**src/rtl/trap_entry_pkg.sv**
```systemverilog
package trap_entry_pkg;
  localparam int TSTATE_W = 43;
  localparam int PST_W    = 13;
  localparam int GL_W     = 3;
  localparam int TT_W     = 9;
  localparam int BYTE_W   = 8;
  localparam int CWPF_W   = 5;

  typedef enum logic [1:0] {
    CWP_KEEP  = 2'd0,
    CWP_INC   = 2'd1,
    CWP_SPILL = 2'd2,
    CWP_DEC   = 2'd3
  } cwpMode_e;

  typedef struct packed {
    logic     accept;
    logic     reject;
    logic     toSpill;
    logic     toFill;
    cwpMode_e cwpMode;
  } trapStrobes_t;
endpackage

```
**src/rtl/trap_entry_ctrl.sv**
```systemverilog
module trap_entry_ctrl
  import trap_entry_pkg::*;
#(
  parameter int MAXTL = 6,
  localparam int TL_W = $clog2(MAXTL + 1)
) (
  input  logic              trapValid,
  input  logic [TT_W-1:0]   trapType,
  input  logic [TL_W-1:0]   curTl,
  output trapStrobes_t      strobes
);
  logic atTop;
  logic isSpill;
  logic isFill;
  logic isWinInc;

  assign atTop    = (curTl == TL_W'(MAXTL));
  assign isSpill  = (trapType[8:6] == 3'b010);
  assign isFill   = (trapType[8:6] == 3'b011);
  assign isWinInc = (trapType == 9'h024);

  always_comb begin
    strobes.accept  = trapValid && !atTop;
    strobes.reject  = trapValid && atTop;
    strobes.toSpill = trapValid && !atTop && isSpill;
    strobes.toFill  = trapValid && !atTop && isFill;
    if (isWinInc)     strobes.cwpMode = CWP_INC;
    else if (isSpill) strobes.cwpMode = CWP_SPILL;
    else if (isFill)  strobes.cwpMode = CWP_DEC;
    else              strobes.cwpMode = CWP_KEEP;
  end
endmodule

```
**src/rtl/trap_entry_datapath.sv**
```systemverilog
module trap_entry_datapath
  import trap_entry_pkg::*;
#(
  parameter int NWINDOWS = 8,
  parameter int MAXTL = 6,
  parameter int MAX_GL = 5,
  parameter int HPS_W = 12,
  parameter int ADDR_W = 64,
  parameter logic [ADDR_W-1:0] SPILL_BASE = 64'h0000_0100_0000_0080,
  parameter logic [ADDR_W-1:0] FILL_BASE  = 64'h0000_0100_0000_0000,
  localparam int TL_W = $clog2(MAXTL + 1),
  localparam int CWP_W = $clog2(NWINDOWS)
) (
  input  logic                clk,
  input  logic                rst,
  input  trapStrobes_t        strobes,
  input  logic [TT_W-1:0]     trapType,
  input  logic [PST_W-1:0]    curPstate,
  input  logic [HPS_W-1:0]    curHpstate,
  input  logic [BYTE_W-1:0]   curCcr,
  input  logic [BYTE_W-1:0]   curAsi,
  input  logic [CWP_W-1:0]    curCwp,
  input  logic [CWP_W-1:0]    curCansave,
  input  logic [GL_W-1:0]     curGl,
  input  logic [ADDR_W-1:0]   curPc,
  input  logic [ADDR_W-1:0]   curNpc,
  input  logic [TL_W-1:0]     rdLevel,
  output logic [TL_W-1:0]     tlOut,
  output logic [PST_W-1:0]    pstateOut,
  output logic [GL_W-1:0]     glOut,
  output logic [CWP_W-1:0]    cwpOut,
  output logic [ADDR_W-1:0]   pcOut,
  output logic [ADDR_W-1:0]   npcOut,
  output logic [ADDR_W-1:0]   nnpcOut,
  output logic                redirect,
  output logic                entryDone,
  output logic                trapErr,
  output logic [TSTATE_W-1:0] rdTstate,
  output logic [ADDR_W-1:0]   rdTpc,
  output logic [ADDR_W-1:0]   rdTnpc,
  output logic [HPS_W-1:0]    rdHtstate,
  output logic [TT_W-1:0]     rdTt
);
  localparam int SUM_W = CWP_W + 2;
  localparam logic [SUM_W-1:0] NWIN_S = SUM_W'(NWINDOWS);
  localparam logic [ADDR_W-1:0] INST_B = ADDR_W'(4);

  logic [TSTATE_W-1:0] stkTstate  [1:MAXTL];
  logic [ADDR_W-1:0]   stkTpc     [1:MAXTL];
  logic [ADDR_W-1:0]   stkTnpc    [1:MAXTL];
  logic [HPS_W-1:0]    stkHtstate [1:MAXTL];
  logic [TT_W-1:0]     stkTt      [1:MAXTL];

  logic [TL_W-1:0]     newTl;
  logic [TSTATE_W-1:0] packedState;
  logic [PST_W-1:0]    pstateNext;
  logic [GL_W-1:0]     glNext;
  logic [SUM_W-1:0]    cwpSum;
  logic [CWP_W-1:0]    cwpNext;
  logic [ADDR_W-1:0]   handlerBase;
  logic                rdInRange;

  assign newTl = tlOut + 1'b1;

  assign packedState = {curGl, curCcr, curAsi, 3'b000, curPstate, 3'b000,
                        CWPF_W'(curCwp)};

  always_comb begin
    pstateNext    = curPstate;
    pstateNext[4] = 1'b1;
    pstateNext[3] = 1'b0;
    pstateNext[2] = 1'b1;
    pstateNext[9] = curPstate[8];
    pstateNext[1] = 1'b0;
  end

  assign glNext = (curGl >= GL_W'(MAX_GL)) ? GL_W'(MAX_GL) : curGl + 1'b1;

  always_comb begin
    unique case (strobes.cwpMode)
      CWP_INC:   cwpSum = SUM_W'(curCwp) + SUM_W'(1);
      CWP_SPILL: cwpSum = SUM_W'(curCwp) + SUM_W'(curCansave) + SUM_W'(2);
      CWP_DEC:   cwpSum = SUM_W'(curCwp) + NWIN_S - SUM_W'(1);
      default:   cwpSum = SUM_W'(curCwp);
    endcase
    cwpNext = CWP_W'(cwpSum % NWIN_S);
  end

  assign handlerBase = strobes.toSpill ? SPILL_BASE : FILL_BASE;

  always_ff @(posedge clk) begin
    if (rst) begin
      tlOut     <= '0;
      pstateOut <= '0;
      glOut     <= '0;
      cwpOut    <= '0;
      pcOut     <= '0;
      npcOut    <= '0;
      nnpcOut   <= '0;
      redirect  <= 1'b0;
      entryDone <= 1'b0;
      trapErr   <= 1'b0;
      for (int i = 1; i <= MAXTL; i++) begin
        stkTstate[i]  <= '0;
        stkTpc[i]     <= '0;
        stkTnpc[i]    <= '0;
        stkHtstate[i] <= '0;
        stkTt[i]      <= '0;
      end
    end else begin
      redirect  <= strobes.toSpill || strobes.toFill;
      entryDone <= strobes.accept;
      trapErr   <= strobes.reject;
      if (strobes.accept) begin
        tlOut             <= newTl;
        pstateOut         <= pstateNext;
        glOut             <= glNext;
        cwpOut            <= cwpNext;
        stkTstate[newTl]  <= packedState;
        stkTpc[newTl]     <= curPc;
        stkTnpc[newTl]    <= curNpc;
        stkHtstate[newTl] <= curHpstate;
        stkTt[newTl]      <= trapType;
      end
      if (strobes.toSpill || strobes.toFill) begin
        pcOut   <= handlerBase;
        npcOut  <= handlerBase + INST_B;
        nnpcOut <= handlerBase + INST_B + INST_B;
      end
    end
  end

  assign rdInRange = (rdLevel != '0) && (rdLevel <= TL_W'(MAXTL));

  always_comb begin
    rdTstate  = '0;
    rdTpc     = '0;
    rdTnpc    = '0;
    rdHtstate = '0;
    rdTt      = '0;
    if (rdInRange) begin
      rdTstate  = stkTstate[rdLevel];
      rdTpc     = stkTpc[rdLevel];
      rdTnpc    = stkTnpc[rdLevel];
      rdHtstate = stkHtstate[rdLevel];
      rdTt      = stkTt[rdLevel];
    end
  end
endmodule

```
**src/rtl/trap_entry_unit.sv**
```systemverilog
module trap_entry_unit
  import trap_entry_pkg::*;
#(
  parameter int NWINDOWS = 8,
  parameter int MAXTL = 6,
  parameter int MAX_GL = 5,
  parameter int HPS_W = 12,
  parameter int ADDR_W = 64,
  parameter logic [ADDR_W-1:0] SPILL_BASE = 64'h0000_0100_0000_0080,
  parameter logic [ADDR_W-1:0] FILL_BASE  = 64'h0000_0100_0000_0000
) (
  input  logic                              clk,
  input  logic                              rst,
  input  logic                              trapValid,
  input  logic [8:0]                        trapType,
  input  logic [12:0]                       curPstate,
  input  logic [HPS_W-1:0]                  curHpstate,
  input  logic [7:0]                        curCcr,
  input  logic [7:0]                        curAsi,
  input  logic [$clog2(NWINDOWS)-1:0]       curCwp,
  input  logic [$clog2(NWINDOWS)-1:0]       curCansave,
  input  logic [2:0]                        curGl,
  input  logic [ADDR_W-1:0]                 curPc,
  input  logic [ADDR_W-1:0]                 curNpc,
  input  logic [$clog2(MAXTL+1)-1:0]        rdLevel,
  output logic [$clog2(MAXTL+1)-1:0]        tlOut,
  output logic [12:0]                       pstateOut,
  output logic [2:0]                        glOut,
  output logic [$clog2(NWINDOWS)-1:0]       cwpOut,
  output logic [ADDR_W-1:0]                 pcOut,
  output logic [ADDR_W-1:0]                 npcOut,
  output logic [ADDR_W-1:0]                 nnpcOut,
  output logic                              redirect,
  output logic                              entryDone,
  output logic                              trapErr,
  output logic [42:0]                       rdTstate,
  output logic [ADDR_W-1:0]                 rdTpc,
  output logic [ADDR_W-1:0]                 rdTnpc,
  output logic [HPS_W-1:0]                  rdHtstate,
  output logic [8:0]                        rdTt
);
  trapStrobes_t strobes;

  trap_entry_ctrl #(.MAXTL(MAXTL)) ctrl_i (
    .trapValid (trapValid),
    .trapType  (trapType),
    .curTl     (tlOut),
    .strobes   (strobes)
  );

  trap_entry_datapath #(
    .NWINDOWS   (NWINDOWS),
    .MAXTL      (MAXTL),
    .MAX_GL     (MAX_GL),
    .HPS_W      (HPS_W),
    .ADDR_W     (ADDR_W),
    .SPILL_BASE (SPILL_BASE),
    .FILL_BASE  (FILL_BASE)
  ) dp_i (
    .clk        (clk),
    .rst        (rst),
    .strobes    (strobes),
    .trapType   (trapType),
    .curPstate  (curPstate),
    .curHpstate (curHpstate),
    .curCcr     (curCcr),
    .curAsi     (curAsi),
    .curCwp     (curCwp),
    .curCansave (curCansave),
    .curGl      (curGl),
    .curPc      (curPc),
    .curNpc     (curNpc),
    .rdLevel    (rdLevel),
    .tlOut      (tlOut),
    .pstateOut  (pstateOut),
    .glOut      (glOut),
    .cwpOut     (cwpOut),
    .pcOut      (pcOut),
    .npcOut     (npcOut),
    .nnpcOut    (nnpcOut),
    .redirect   (redirect),
    .entryDone  (entryDone),
    .trapErr    (trapErr),
    .rdTstate   (rdTstate),
    .rdTpc      (rdTpc),
    .rdTnpc     (rdTnpc),
    .rdHtstate  (rdHtstate),
    .rdTt       (rdTt)
  );
endmodule

```
**config.mk**
```make
export PLATFORM = sky130hd
export DESIGN_NAME = trap_entry_unit
export DESIGN_NICKNAME = d
export VERILOG_FILES = /design/src/rtl/trap_entry_pkg.sv /design/src/rtl/trap_entry_ctrl.sv /design/src/rtl/trap_entry_datapath.sv /design/src/rtl/trap_entry_unit.sv
export SDC_FILE = /design/constraint.sdc
export NUM_CORES = 2
export LEC_CHECK = 0
export ABC_CLOCK_PERIOD_IN_PS = 14900
export BUFFER_PORTS_ARGS = -buffer_cell sky130_fd_sc_hd__buf_4
export CAP_MARGIN = 10
export CORE_MARGIN = 10
export CORE_UTILIZATION = 45
export DETAILED_ROUTE_END_ITERATION = 12
export GPL_TIMING_DRIVEN = 1
export PLACE_DENSITY = 0.69
export SYNTH_ARGS = -nofsm -noshare
export SYNTH_HDL_FRONTEND = slang
export SYNTH_HIERARCHICAL = 1
export SYNTH_SLANG_ARGS = --single-unit
```
**constraint.sdc**
```tcl
create_clock -name clk -period 14.9 [get_ports clk]
set_input_delay 0.745 -clock clk [delete_from_list [all_inputs] [get_ports clk]]
set_output_delay 0.745 -clock clk [all_outputs]
set_load 0.02 [all_outputs]
```
# Word-level counts from Yosys, hierarchy flattened
# Memory sizes are Yosys's and may differ from the RTL's.
# Index checks and enable logic that the tools add are counted.
[classes]
eq_ne = 7
shifts = 0
div_mod_pow = 0
mul = 0
order_cmp = 2
bitwise = 0
muxes = 31
reduce_logical = 13
n_addsub = 9
[op_table]
columns = ["cell", "count"]
rows = [
  ["$mux 64", 4],
  ["$add 64x3->64 const B", 2],
  ["$reduce_or 64->1", 2],
  ["$mux 43", 1],
  ["$mux 35", 1],
  ["$reduce_or 35->1", 1],
  ["$mux 12", 2],
  ["$mux 3", 6],
  ["$mux 9", 2],
  ["$add 3x1->3 const B", 4],
  ["$reduce_or 12->1", 1],
  ["$mux 1", 10],
  ["$eq 9x6->1 const B", 1],
  ["$pmux 3 s3", 1],
  ["$reduce_or 9->1", 1],
  ["$mux 8", 1],
  ["$eq 3x2->1 const B", 2],
  ["$mux 2", 3],
  ["$logic_and 1x1->1", 5],
  ["$eq 2x2->1 const B", 2],
  ["$add 3x2->3 const B", 1],
  ["$add 3x3->3", 1],
  ["$eq 3x3->1 const B", 1],
  ["$ge 3x3->1 const B", 1],
  ["6 further kinds", 6],
]
[word_totals]
latchBits = 0
word_cells = 77
rom_bits = 0
ff_bits = 215
ram_bits = 1104
n_memories = 5
out_inout_bits = 409
[memory_table]
columns = ["name", "depth", "width", "rd", "rd_ports_with_merged_regs", "wr", "line", "rtl"]
rows = [
  ["dp_i.stkTnpc", 6, 64, 1, 0, 6, "trap_entry_datapath.sv:50", "logic [ADDR_W-1:0] stkTnpc [1:MAXTL];"],
  ["dp_i.stkTpc", 6, 64, 1, 0, 6, "trap_entry_datapath.sv:49", "logic [ADDR_W-1:0] stkTpc [1:MAXTL];"],
  ["dp_i.stkTstate", 6, 35, 1, 0, 6, "trap_entry_datapath.sv:48", "logic [TSTATE_W-1:0] stkTstate [1:MAXTL];"],
  ["dp_i.stkHtstate", 6, 12, 1, 0, 6, "trap_entry_datapath.sv:51", "logic [HPS_W-1:0] stkHtstate [1:MAXTL];"],
  ["dp_i.stkTt", 6, 9, 1, 0, 6, "trap_entry_datapath.sv:52", "logic [TT_W-1:0] stkTt [1:MAXTL];"],
]

# Logic depth before layout (Yosys ltp)
[logic_depth]
depth_word = 8
ltp_mapped = 9
depth_no_buf = 8

# By module
# Netlist, hierarchy kept.
[modules_own_cells]
columns = ["module", "n_inst", "seq_area_each_um2", "area_per_inst_um2", "cells_per_inst"]
rows = [
  ["trap_entry_datapath", 1, 39377.8, 59238.1, 3810],
  ["trap_entry_ctrl", 1, 0.0, 91.3, 11],
]

# Worst setup path before layout
# No wires, ideal clock.
[synth_path]
path_type = "input port to flip-flop"
start = "in trapValid"
end = "mem dp_i.stkHtstate[0][10] (enable)"
setup_slack_ps = 6166
setup_ps = 668
path_stages = 5
path_buffers = 1
arrival_time_ps = 8066
cell_sequence = "nor2b_1 -> and2b_1 -> nand2_2 -> clkbuf_1 -> nor3_1"
[synth_lines]
columns = ["item", "line", "rtl"]
rows = [
  ["from (decl)", "trap_entry_unit.sv:14", "input logic trapValid,"],
  ["to (decl)", "trap_entry_datapath.sv:51", ""],
]

==> flow_metrics.tcl <==
set metrics [dict create \
    slew_headroom_pct 21.8 \
    yosys_warnings 6 \
    hold_viol 0 \
    clkPwrFrac_pct 39.8 \
    cp_slowest_stage_delay_ns 0.87 \
    ctsLongestPathBuffers 3 \
    status "complete, no violations" \
    holdBufCountCts 0 \
    swShare_pct 23.8 \
    coreArea_sq_um 131000 \
    cts_buffers 140 \
    cts_tree "done" \
    syn_avg_cell_area_sq_um 15.5 \
    cp.required_ns 15.28 \
    r2r_slack_ns 9.27 \
    grtUsageMet3_pct 4.87 \
    start_util_pct 45.2 \
    cts_setup_buffers 0 \
    worstReg2RegEnd "dp_i/stkTnpc[5][62]" \
    grt.busiest_layer "met2" \
    drc 0 \
    endpoint "dp_i/stkTnpc[5][62]" \
    finalSetupTns_ns 0 \
    p_int_w 0.00649 \
    wl_microns 153000 \
    finalCritPeriodShare_pct 37.8 \
    arrival_ns 6.02 \
    min-delay-start "curPc[46]" \
    setup_viol 0 \
    insertion_delay_ns 0.78 \
    synth-async-reset-ratio_pct 0 \
    synth_seq_area_share_pct 66.4 \
    critPathSlowestCell "buf_4" \
    port_buffers 407 \
    grt_antenna_before_repair 21 \
    synth_seq_cells 1319 \
    cts.sinks 1319 \
    post_drt_wl_per_cell_microns 25.3 \
    vias 32500 \
    final_common_cell "edfxtp_1" \
    critPathLaunch "dp_i/tlOut[0]" \
    synth_top_area_share_pct 65.6 \
    crit_top_cell "buf_4" \
    post-route-min-period_ns 5.63 \
    worst_pin_slew_ns 1.17 \
    pin_count 602 \
    power_density_nw_per_um2 126 \
    max-cap-violations 0 \
    p_leak_nw 25.8 \
    path_cells "and3b_1 > nor2b_2 > buf_4 > and2b_1 > nand2b_1 > nor3_4 > buf_12 > or2_4 > buf_4 > buf_4" \
    clk_pin_slew_ns 0.06 \
    syn2layout_area_growth_pct 13.9 \
    worstRegToRegCells 10 \
    critPathCaptureType "flop" \
    gp_congestion 0.754 \
    grt_overflow 0 \
    die_width_microns 383 \
    drtAntennaViolNets 0 \
    rows 133 \
    fin_nets 4359 \
    synth_area_leaders "edfxtp_1 (66%), and2_1 (11%), mux4_2 (7.3%)" \
    post_cts_resized 0 \
    gr-usage-all-layers_pct 20.3 \
    critPathKind "flop to flop" \
    dieArea_sq_um 147000 \
    vias_per_cell 5.40 \
    first_pass_iters 5 \
    fin_skew_ns 0.0333 \
    netlist_instances 3821 \
    drive_above_1_share_pct 22.4 \
    slew_viol_final 0 \
    grt_max_degree 182 \
    path_max_fanout 181 \
    drt_iter0_markers 2726 \
    dp_hpwl_microns 83300 \
    worst_setup_path_start_kind "flop" \
    fmax_mhz 178 \
    p_comb_share_pct 9.7 \
    power_switching_w 0.00203 \
    htreeDepth 4 \
    timing.rr.start "dp_i/tlOut[0]" \
    use_met2_pct 33.5 \
    synth_top_flop_cell "edfxtp_1" \
    root_buffer "clkbuf_16" \
    use_met1_pct 26.7 \
    synth_edf_count 1296 \
    synth_area_sq_um 59300 \
    synth_top_cell_by_area "edfxtp_1" \
    ir_worst_vdd_mv 0.112 \
    fillCellCount 10800 \
    fp.dieH_microns 383 \
    min_path_type "primary input to flop" \
    grt_first_pass_wirelength_microns 224000 \
    final_cell_mix "edfxtp_1 (1296), and2_1 (1081), buf_4 (449)" \
    rsz0062_at_grt "false" \
    grt_pass1_vias 34000 \
    pwr-share-seq_pct 50.5 \
    synth_cell_type_count 45 \
    p_total_w 0.00852 \
]
-- how the worst min path moves through the flow --
stage | endpoint | slack (ns) | depth (start not counted)
global route | dp_i/stkTpc[7][46] | 0.15 | 1
finish | dp_i/stkTpc[0][46] | 0.19 | 1
global placement | dp_i/cwpOut[0] | 0.46 | 2
detailed placement | dp_i/glOut[1] | 0.47 | 2
floorplan | dp_i/cwpOut[0] | 0.54 | 2
CTS | dp_i/stkTpc[0][24] | 0.12 | 1
-- cell families (layout without fill, tap and decap cells) --
logic type                 Yosys count  count (layout)  synth area share (%)
and+or+nand+nor                   1353            1353                  13.5
DFF                               1319            1319                  66.4
muxes                              562             562                  13.7
buffers and inverters              463             714                  4.62
AOI/OAI and AO/OA                  105             105                  1.48
xor gates and xnor gates            10              10                 0.160
adders and majority gates            8               8                 0.169
other                                1             200               0.00632
-- state kept, by name, indices dropped and copies added, names as in the netlist --
signal and flops:
dp_i/cwpOut 3, dp_i/tlOut 3, dp_i/stkTstate 244, dp_i/npcOut 1, dp_i/pcOut 1, dp_i/stkTt 62, dp_i/stkHtstate 88, dp_i/redirect 1
dp_i/entryDone 1, dp_i/stkTnpc 448, dp_i/pstateOut 9, dp_i/stkTpc 454, dp_i/glOut 3, dp_i/trapErr 1
-- metal layers --
metal  up-vias  routed length, microns
met3       218                   11200
met1     16900                   63800
met4        30                    3000
met5         -                     218
met2      1132                   74500
li1      14300                       -
-- cell type report --
type	count	area, sq um	share of cell area [%]
inverters	8	30.0	0.0444
repair buffers	457	3520	5.20
clock inverters	69	692	1.02
diodes	6	15.0	0.0222
well taps	1755	2200	3.25
clock buffers	180	3760	5.56
multi-input cells	2232	18000	26.6
flip-flops and latches	1319	39400	58.3
-- worst max-delay path: cells and delay by family (launching register included) --
kind                   cells  cell delay [ns]
buffers and inverters      4             2.55
DFF                        1             0.45
and+or+nand+nor            6             2.05
-- power by group through the flow --
stage          sequential [W]  clock (W)  combinational, W
6_report              0.00430    0.00339          0.000824
5_1_grt               0.00432    0.00361          0.000880
4_1_cts               0.00430    0.00346          0.000831
3_5_place_dp          0.00438          0          0.000828
3_3_place_gp          0.00437          0          0.000820
2_1_floorplan         0.00438          0          0.000518
-- cells in the mapped netlist, types with 2 or more instances --
| cell type | instances |
|---|---|
| edfxtp_1 | 1296 |
| and2_1 | 1081 |
| mux2i_1 | 282 |
| buf_4 | 223 |
| mux4_2 | 192 |
| clkbuf_1 | 134 |
| nor2_1 | 117 |
| nand2_1 | 92 |
| mux2_2 | 88 |
| o221ai_1 | 88 |
| buf_2 | 66 |
| dfxtp_1 | 23 |
| buf_1 | 21 |
| nor3_1 | 14 |
| nor4_1 | 12 |
| buf_6 | 11 |
| a21oi_1 | 8 |
| ha_1 | 8 |
| inv_1 | 7 |
| nand2b_1 | 6 |
| or2_2 | 6 |
| xnor2_1 | 6 |
| nor2b_1 | 5 |
| nand2_2 | 3 |
| nor2_4 | 3 |
| nor3_4 | 3 |
| xor2_1 | 3 |
| a311oi_1 | 2 |
| and3b_1 | 2 |
| nand3b_1 | 2 |
| o211ai_1 | 2 |
| o31ai_1 | 2 |
-- per-stage QoR --
| step | hold WS (ns) | setup slack [ns] | instances | instance area, sq um | util, % |
|---|---|---|---|---|---|
| detailed placement | 0.473 | 9.12 | 5771 | 63100 | 48.1 |
| global placement | 0.460 | 9.24 | 5771 | 63100 | 48.1 |
| global route | 0.153 | 8.98 | 6025 | 67600 | 51.5 |
| finish | 0.191 | 9.27 | 6026 | 67600 | 51.5 |
| floorplan | 0.543 | 6.17 | 4014 | 60100 | - |
| CTS | 0.122 | 9.25 | 6020 | 67600 | 51.5 |
Power figures use the tool's default switching activity.
